--- config.mk ---
export PLATFORM = sky130hd
export DESIGN_NAME = serial_rate_gen
export DESIGN_NICKNAME = d
export VERILOG_FILES = /design/src/rtl/serial_rate_pkg.sv /design/src/rtl/srg_edge_sync.sv /design/src/rtl/srg_div_reg.sv /design/src/rtl/srg_channel.sv /design/src/rtl/serial_rate_gen.sv
export SDC_FILE = /design/constraint.sdc
export NUM_CORES = 1
export LEC_CHECK = 0
export BUFFER_PORTS_ARGS = -buffer_cell sky130_fd_sc_hd__buf_2
export CORE_ASPECT_RATIO = 0.5
export CORE_MARGIN = 4
export CORE_UTILIZATION = 54
export DETAILED_ROUTE_END_ITERATION = 8
export MAX_ROUTING_LAYER = met4
export PLACE_DENSITY = 0.7
export REMOVE_ABC_BUFFERS = 1
export SKIP_CTS_REPAIR_TIMING = 1
export SLEW_MARGIN = 0
export SYNTH_ARGS = -nofsm -noshare
export SYNTH_HDL_FRONTEND = slang
export SYNTH_HIERARCHICAL = 1
export SYNTH_SLANG_ARGS = --single-unit
--- constraint.sdc ---
create_clock -name clk -period 6.1 [get_ports clk]
set_clock_uncertainty 0.05 [all_clocks]
set_input_delay 0.915 -clock clk [delete_from_list [all_inputs] [get_ports clk]]
set_output_delay 0.915 -clock clk [all_outputs]
set_load 0.05 [all_outputs]
--- src/rtl/serial_rate_pkg.sv ---
package serial_rate_pkg;

   typedef enum logic [1:0] {
      RM_WIDE   = 2'd0,   // divisor scaled by the wide factor
      RM_NARROW = 2'd1,   // divisor scaled by the narrow factor
      RM_EXT    = 2'd2    // external master clock, fixed division
   } rate_mode_e;

   localparam logic [3:0] CODE_EXT    = 4'b1110;
   localparam logic [3:0] CODE_NARROW = 4'b1111;

   function automatic rate_mode_e decode_code(input logic [3:0] code);
      if (code == CODE_EXT)         return RM_EXT;
      else if (code == CODE_NARROW) return RM_NARROW;
      else                          return RM_WIDE;
   endfunction

endpackage

--- src/rtl/srg_edge_sync.sv ---
module srg_edge_sync #(
   parameter int STAGES = 2
) (
   input  logic clk,
   input  logic rst_n,
   input  logic async_in,
   output logic rise_o
);
   generate
      if (STAGES < 2) begin : g_bad_stages
         $error("srg_edge_sync: STAGES must be at least 2");
      end
   endgenerate

   // STAGES synchronizer flops plus one history flop for the edge detector
   logic [STAGES:0] chain_q;

   always_ff @(posedge clk or negedge rst_n) begin
      if (!rst_n) chain_q <= '0;
      else        chain_q <= {chain_q[STAGES-1:0], async_in};
   end

   assign rise_o = chain_q[STAGES-1] & ~chain_q[STAGES];

endmodule

--- src/rtl/srg_div_reg.sv ---
module srg_div_reg #(
   parameter int BYTE_W = 8,
   parameter int NBYTES = 2,
   localparam int DIV_W = BYTE_W * NBYTES
) (
   input  logic              clk,
   input  logic              rst_n,
   input  logic [BYTE_W-1:0] wr_data,
   input  logic [NBYTES-1:0] wr_byte,
   output logic [DIV_W-1:0]  div_o
);
   generate
      if (BYTE_W < 1 || NBYTES < 1) begin : g_bad_shape
         $error("srg_div_reg: BYTE_W and NBYTES must be positive");
      end
   endgenerate

   logic [BYTE_W-1:0] byte_q [NBYTES];

   for (genvar b = 0; b < NBYTES; b++) begin : g_byte
      always_ff @(posedge clk or negedge rst_n) begin
         if (!rst_n)          byte_q[b] <= '0;
         else if (wr_byte[b]) byte_q[b] <= wr_data;
      end
      assign div_o[b*BYTE_W +: BYTE_W] = byte_q[b];
   end

endmodule

--- src/rtl/srg_channel.sv ---
module srg_channel
   import serial_rate_pkg::*;
#(
   parameter int DIV_W        = 16,
   parameter int CNT_W        = 20,
   parameter int WIDE_SCALE   = 16,
   parameter int NARROW_SCALE = 10,
   parameter int EXT_DIV      = 10
) (
   input  logic             clk,
   input  logic             rst_n,
   input  logic [3:0]       code,
   input  logic [DIV_W-1:0] divisor,
   input  logic             ext_rise,
   output logic             tick_o,
   output logic             ext_active_o
);
   generate
      if (CNT_W < DIV_W + $clog2(WIDE_SCALE) || CNT_W < DIV_W + $clog2(NARROW_SCALE)) begin : g_bad_cnt
         $error("srg_channel: CNT_W too narrow for the scaled divisor");
      end
      if (EXT_DIV < 2 || EXT_DIV > (1 << CNT_W)) begin : g_bad_ext
         $error("srg_channel: EXT_DIV out of range");
      end
   endgenerate

   rate_mode_e       mode;
   logic [CNT_W-1:0] div_eff;
   logic [CNT_W-1:0] reload;
   logic [CNT_W-1:0] cnt_q;
   logic             ext_q;
   logic             tick_q;
   logic             advance;

   assign mode    = decode_code(code);
   assign div_eff = (divisor == '0) ? CNT_W'(1) : CNT_W'(divisor);

   always_comb begin
      unique case (mode)
         RM_WIDE:   reload = div_eff * CNT_W'(WIDE_SCALE) - CNT_W'(1);
         RM_NARROW: reload = div_eff * CNT_W'(NARROW_SCALE) - CNT_W'(1);
         default:   reload = CNT_W'(EXT_DIV - 1);
      endcase
   end

   // the counter steps every bus cycle, or only on external rising edges
   assign advance = ext_q ? ext_rise : 1'b1;

   always_ff @(posedge clk or negedge rst_n) begin
      if (!rst_n) begin
         cnt_q  <= '0;
         tick_q <= 1'b0;
         ext_q  <= 1'b0;
      end else begin
         tick_q <= 1'b0;
         if (advance) begin
            if (cnt_q == '0) begin
               // terminal count: settings are sampled only here
               cnt_q  <= reload;
               tick_q <= 1'b1;
               ext_q  <= (mode == RM_EXT);
            end else begin
               cnt_q  <= cnt_q - CNT_W'(1);
            end
         end
      end
   end

   assign tick_o       = tick_q;
   assign ext_active_o = ext_q;

endmodule

--- src/rtl/serial_rate_gen.sv ---
module serial_rate_gen #(
   parameter int BYTE_W       = 8,
   parameter int SYNC_STAGES  = 2,
   parameter int WIDE_SCALE   = 16,
   parameter int NARROW_SCALE = 10,
   parameter int EXT_DIV      = 10
) (
   input  logic              clk,
   input  logic              rst_n,
   input  logic              ext_mclk,
   input  logic [BYTE_W-1:0] wr_data,
   input  logic              wr_div_hi,
   input  logic              wr_div_lo,
   input  logic [3:0]        tx_sel,
   input  logic [3:0]        rx_sel,
   output logic              tx_tick,
   output logic              rx_tick
);
   localparam int DIV_W      = 2 * BYTE_W;
   localparam int SCALE_MAX  = (WIDE_SCALE > NARROW_SCALE) ? WIDE_SCALE : NARROW_SCALE;
   localparam int CNT_W      = DIV_W + $clog2(SCALE_MAX);
   localparam int MIN_SCALE  = (WIDE_SCALE < NARROW_SCALE) ? WIDE_SCALE : NARROW_SCALE;
   localparam int MIN_PERIOD = (MIN_SCALE < EXT_DIV) ? MIN_SCALE : EXT_DIV;
   localparam int NCH        = 2;

   generate
      if (WIDE_SCALE < 2 || NARROW_SCALE < 2) begin : g_bad_scale
         $error("serial_rate_gen: scale factors must be at least 2");
      end
   endgenerate

   logic [DIV_W-1:0] div_q;
   logic             ext_rise;
   logic [3:0]       code_arr [NCH];
   logic [NCH-1:0]   tick_arr;
   logic [NCH-1:0]   ch_ext;

   srg_div_reg #(.BYTE_W(BYTE_W), .NBYTES(2)) u_div (
      .clk     (clk),
      .rst_n   (rst_n),
      .wr_data (wr_data),
      .wr_byte ({wr_div_hi, wr_div_lo}),
      .div_o   (div_q)
   );

   srg_edge_sync #(.STAGES(SYNC_STAGES)) u_sync (
      .clk      (clk),
      .rst_n    (rst_n),
      .async_in (ext_mclk),
      .rise_o   (ext_rise)
   );

   assign code_arr[0] = tx_sel;
   assign code_arr[1] = rx_sel;

   for (genvar c = 0; c < NCH; c++) begin : g_ch
      srg_channel #(
         .DIV_W        (DIV_W),
         .CNT_W        (CNT_W),
         .WIDE_SCALE   (WIDE_SCALE),
         .NARROW_SCALE (NARROW_SCALE),
         .EXT_DIV      (EXT_DIV)
      ) u_ch (
         .clk          (clk),
         .rst_n        (rst_n),
         .code         (code_arr[c]),
         .divisor      (div_q),
         .ext_rise     (ext_rise),
         .tick_o       (tick_arr[c]),
         .ext_active_o (ch_ext[c])
      );
   end

   assign tx_tick = tick_arr[0];
   assign rx_tick = tick_arr[1];

endmodule

* After elaboration in Yosys (flattened, before gate mapping)
Cells that the tools add are included.
** Storage, ports and cells
- Register bits after elaboration :: 63
- Input bits :: 21
- Output and inout bits :: 2
- Logic and storage cells :: 46
** Cells by class
- Add/sub/neg operators :: 4
- $mul :: 1
- Equality and inequality tests :: 8
- Multiplexer cells :: 15
- Bitwise gates (word level) :: 2
- Reduce and logical (&&, ||, !) cells :: 7
** Operator list (number)
- $pmux 20 s2 :: 2
- $sub 20x1->20 const B :: 4
- $logic_not 20->1 :: 2
- $mux 20 :: 2
- $mul 20x3->19 const B :: 1
- $eq 4x4->1 const B :: 4
- $logic_not 16->1 :: 1
- $mux 16 :: 1
- $mux 1 :: 8
- $eq 2x1->1 const B :: 2
- $eq 2x2->1 const B :: 2
- $logic_not 2->1 :: 2
- $mux 2 :: 2
- $reduce_and 2->1 :: 2
- $and 1x1->1 :: 1
- $not 1->1 :: 1

* Longest topological paths before layout
- Word-level depth :: 6
- Mapped depth :: 17
- Gate-level depth less buffers :: 15

* Cells and area by module
The synthesis kept the hierarchy.
** Modules (own cells, without submodules)
- srg_channel (g_ch[0].u_ch) :: times used 1, cells each 445, area an instance 3373.2 µm², sequential area each 550.5 µm²
- srg_channel (g_ch[1].u_ch) :: times used 1, cells each 414, area an instance 3081.7 µm², sequential area each 550.5 µm²
- srg_div_reg :: times used 1, cells each 34, area an instance 663.1 µm², sequential area each 400.4 µm²
- srg_edge_sync :: times used 1, cells each 4, area an instance 88.8 µm², sequential area each 75.1 µm²

* Worst setup path before layout
Ideal clock, no wire load.
- Kind :: flip-flop to flip-flop
- Start point :: register u_div.byte_q (netlist bit u_div/div_o[4])
- End point :: register g_ch[0].u_ch.cnt_q[18]
- Library setup time :: 0.070 ns
- Arrival :: 4.339 ns
- Required time :: 5.980 ns
- Path slack :: 1.641 ns
- Cell stages (with the launch flop) :: 17
- Buffers on the path :: 2
- Period minus slack after synthesis :: 4.459 ns
- Path through :: dfrtp_1 or4_1 buf_2 nor4_4 buf_4 a31oi_1 inv_1 ha_1 ha_1 fa_1 or3_1 nor2_1 o221ai_2 or4_1 a211oi_1 or4b_1 nand3_1
** On the way
- Longest elaborated chain between the ends :: 6
- Elaborated cells on any way between the ends :: 7
- Classes of those cells :: add/sub: 2; mul: 1; mux: 3; reduce/logical: 1
** RTL lines
- start: declaration :: RTL line srg_div_reg.sv:18 : logic [BYTE_W-1:0] byte_q [NBYTES];
- start signal: indexed assignment :: RTL line srg_div_reg.sv:23 : else if (wr_byte[b]) byte_q[b] <= wr_data;
- $logic_not 16->1 :: RTL line srg_channel.sv:36 : assign div_eff = (divisor == '0) ? CNT_W'(1) : CNT_W'(divisor);
- $mux 16 * :: RTL line srg_channel.sv:36
- $mul 20x3->19 :: RTL line srg_channel.sv:41 : RM_NARROW: reload = div_eff * CNT_W'(NARROW_SCALE) - CNT_W'(1);
- $sub 20x1->20 :: RTL line srg_channel.sv:41
- $pmux 20 s2 * :: RTL line srg_channel.sv:39 : unique case (mode)
- $mux 20 * :: RTL line srg_channel.sv:57 : if (cnt_q == '0) begin
- end signal: assignment :: RTL line srg_channel.sv:59 : cnt_q <= reload;
- end signal: assignment :: RTL line srg_channel.sv:63 : cnt_q <= cnt_q - CNT_W'(1);
- end: declaration :: RTL line srg_channel.sv:30 : logic [CNT_W-1:0] cnt_q;
Mark *: on every way between the ends. The rest lies on a longest branch, timed or not.
A chain may end at the register's enable or synchronous reset.

* Final worst setup path
Ends and elaborated chain as after synthesis.

==> results.toml <==
[worst_setup_path]
r2r-end = "g_ch[0].u_ch/cnt_q[18]"
crit_path_max_incr_delay_ns = 0.77
cp-startpoint = "u_div/div_o[4]"
r2r_slack_ns = 0.79
start_kind = "flip-flop"
crit_top_cell = "ha_1"
crit_path_end_kind = "flip-flop"
worstPathRequired_ns = 6.26
reg2reg_depth = 14
slowest_stage = "nor4_1"
path_cells = "or4_1 -> nor4_4 -> a31oi_1 -> inv_1 -> ha_1 -> ha_1 -> fa_1 -> or3_1 -> nor2_1 -> o221ai_2 -> nor4_1 -> nand2_1 -> o311ai_0 -> nand3_1"
worstPathArrival_ns = 5.47
critPathMaxFanout = 14
crit_type = "flip-flop to flip-flop"
rr_startpoint = "u_div/div_o[4]"

[sta]
max_freq_mhz = 188
relSlewSlack_pct = 39.5
worst_slew_pin_slew_ns = 0.899
rsz0062_at_grt = "false"
fin_ws_ns = 0.792
setup_violations = 0
post-route-period-util_pct = 87.0
tns_ns = 0
slew_violations = 0
finalHoldViolations = 0
min_period_ns = 5.31

[floorplanning]
start_util_pct = 56.1
die_w_um = 171
dieArea_sq_um = 15400
io_pins = 23
fp-row-count = 29
dieHeight_um = 89.7
core_area_sq_um = 12800

[worst_hold_path]
hold_class = "flip-flop to flip-flop"
hold_depth = 0
min_to = "u_sync/chain_q[1]"
hp-start = "u_sync/chain_q[0]"

[yosys]
avgSynthCellArea_sq_um = 8.03
ys_seq_area_share_pct = 21.9
yosysMostFrequentCell = "nor2_1"
netlist_area_sq_um = 7210
yosys-top-cells-area = "dfrtp_1 (22%), ha_1 (11%), a21oi_1 (4.7%)"
syn_inst = 897
ys_warn_count = 6
synth_top_cell_by_area = "dfrtp_1"
async_flop_share_pct = 100
synthDistinctLibCells = 95
ys_ff_latch = 63
synth_common_cells = "nor2_1 (68), a21oi_1 (67), dfrtp_1 (63)"
synth_top_flop_cell = "dfrtp_1"
synth.top_cell.area_share_pct = 21.9
synth_edf_count = 0

[cts]
clock_path_buffers = 2
htreeDepth = 3
clock_sinks = 63
root_buffer = "clkbuf_16"
cts_tree = "done"
clock_latency_ns = 0.34
cts.clk_slew.worst_paths_ns = 0.06
numCtsBuffers = 9

[outcome]
outcome = "complete, no violations"

[layout]
fillers = 1169
antennaDiodeCount = 0
final_cells = 1042
drive_gt1_share_pct = 11.9
post-route-util_pct = 59.1
area_growth_pct = 5.31
nets = 952

[route]
routed_wl_mm = 19.6
drc = 0
avgRoutedWirePerCell_um = 18.8
drt_pass1_iterations = 5
drt_iter0_markers = 756
detail-route-antenna-nets = 0
vias = 6888
avgViaCountPerCell = 6.61

[pwr]
peakVddDrop_mv = 0.164
power_leakage_nw = 2.99
p_total_mw = 2.14
p_per_area_nw_per_um2 = 282

[placed_design]
place.gp.congestion = 0.936
pre_cts_slack_ns = 0.915
dp_cells = 1026
port_buffers = 22
dpl.hpwl_mm = 14.4

[global_route]
grt_max_degree = 64
track_usage_pct = 26.8
grt_antenna_before_repair = 0
grt_pass1_wl_mm = 32.2
grt_overflow = 0
grt_pass1_vias = 6278

[run]
max_cap_violations = 0
-- cells by family after synthesis --
| group | synth area share [%] |
|---|---|
| XOR/XNOR | 6.44 |
| multiplexers | 4.05 |
| AO/OA/AOI/OAI | 25.5 |
| buffers and inverters | 5.64 |
| adder cells (fa/ha/maj) | 11.3 |
| flip-flops | 21.9 |
| AND/OR/NAND/NOR | 25.1 |
-- layout by cell type, fill, tap and decap left out, types with 8 or more instances in the layout --
| master | synthesis | final |
|---|---|---|
| o21ai_0 | 59 | 59 |
| nand2b_1 | 13 | 13 |
| nand4_1 | 9 | 9 |
| clkbuf_16 | 0 | 9 |
| nand3_1 | 24 | 24 |
| and3_1 | 8 | 8 |
| buf_2 | 5 | 22 |
| nand2_1 | 60 | 60 |
| inv_1 | 24 | 24 |
| a211oi_1 | 14 | 14 |
| dfrtp_1 | 63 | 63 |
| nor4_1 | 20 | 20 |
| a21o_1 | 12 | 12 |
| or4_1 | 9 | 9 |
| a31oi_1 | 14 | 14 |
| a21oi_1 | 67 | 67 |
| nor2_1 | 68 | 68 |
| o211ai_1 | 9 | 9 |
| or3_1 | 17 | 17 |
| o22ai_1 | 11 | 11 |
| ha_1 | 62 | 62 |
| nor3_1 | 35 | 35 |
| xnor2_1 | 20 | 20 |
| xor2_1 | 33 | 33 |
| mux2_4 | 16 | 16 |
-- worst max path at each step --
stage,end
after detailed placement,g_ch[0].u_ch/cnt_q[18]
final,g_ch[0].u_ch/cnt_q[18]
after CTS,g_ch[0].u_ch/cnt_q[18]
after global placement,g_ch[0].u_ch/cnt_q[18]
after floorplan,g_ch[0].u_ch/cnt_q[18]
after global routing,g_ch[0].u_ch/cnt_q[18]
-- registers in the layout, indices dropped and copies added, names as in the netlist --
register,cells
g_ch.u_ch/cnt_q,40
g_ch.u_ch/ext_active_o,2
g_ch.u_ch/tick_o,2
u_div/div_o,16
u_sync/chain_q,3
-- layer usage --
metal	vias up	share of wire, %	wire length, um	track usage, %
met5	-	0	0	-
met4	0	0.94	184	5.75
met3	19	6.8	1340	4.81
met2	256	44	8720	41.1
met1	3295	48	9370	37.5
li1	3318	-	-	-
-- final cells by class --
type	count	area [sq um]	share of cell area (%)
clock buffers	10	239	3.15
clock inverters	6	92.6	1.22
inverters	24	90.1	1.19
multi-input cells	741	5220	68.8
flip-flops and latches	63	1580	20.8
well taps	170	213	2.80
repair buffers	28	155	2.04
-- power by group --
part           internal (mW)  switching [mW]
sequential             0.476           0.106
combinational          0.395           0.585
clock                  0.371           0.206
-- stage by stage --
step / area (sq um) / hold WS, ns
detailed placement: 7260 / 0.292
finish: 7590 / 0.304
CTS: 7590 / 0.304
floorplan: 6890 / 0.281
global route: 7590 / 0.313
global placement: 7260 / 0.283
-- worst max-delay path: cells and delay by family, from the launching register on --
kind	cells	cell delay, ns
and+or+nand+nor	7	2.86
adders and majority gates	3	0.85
AOI/OAI and AO/OA	3	0.77
DFF	1	0.54
buffers and inverters	1	0.11
No activity file was read; power rests on OpenSTA's default activity.
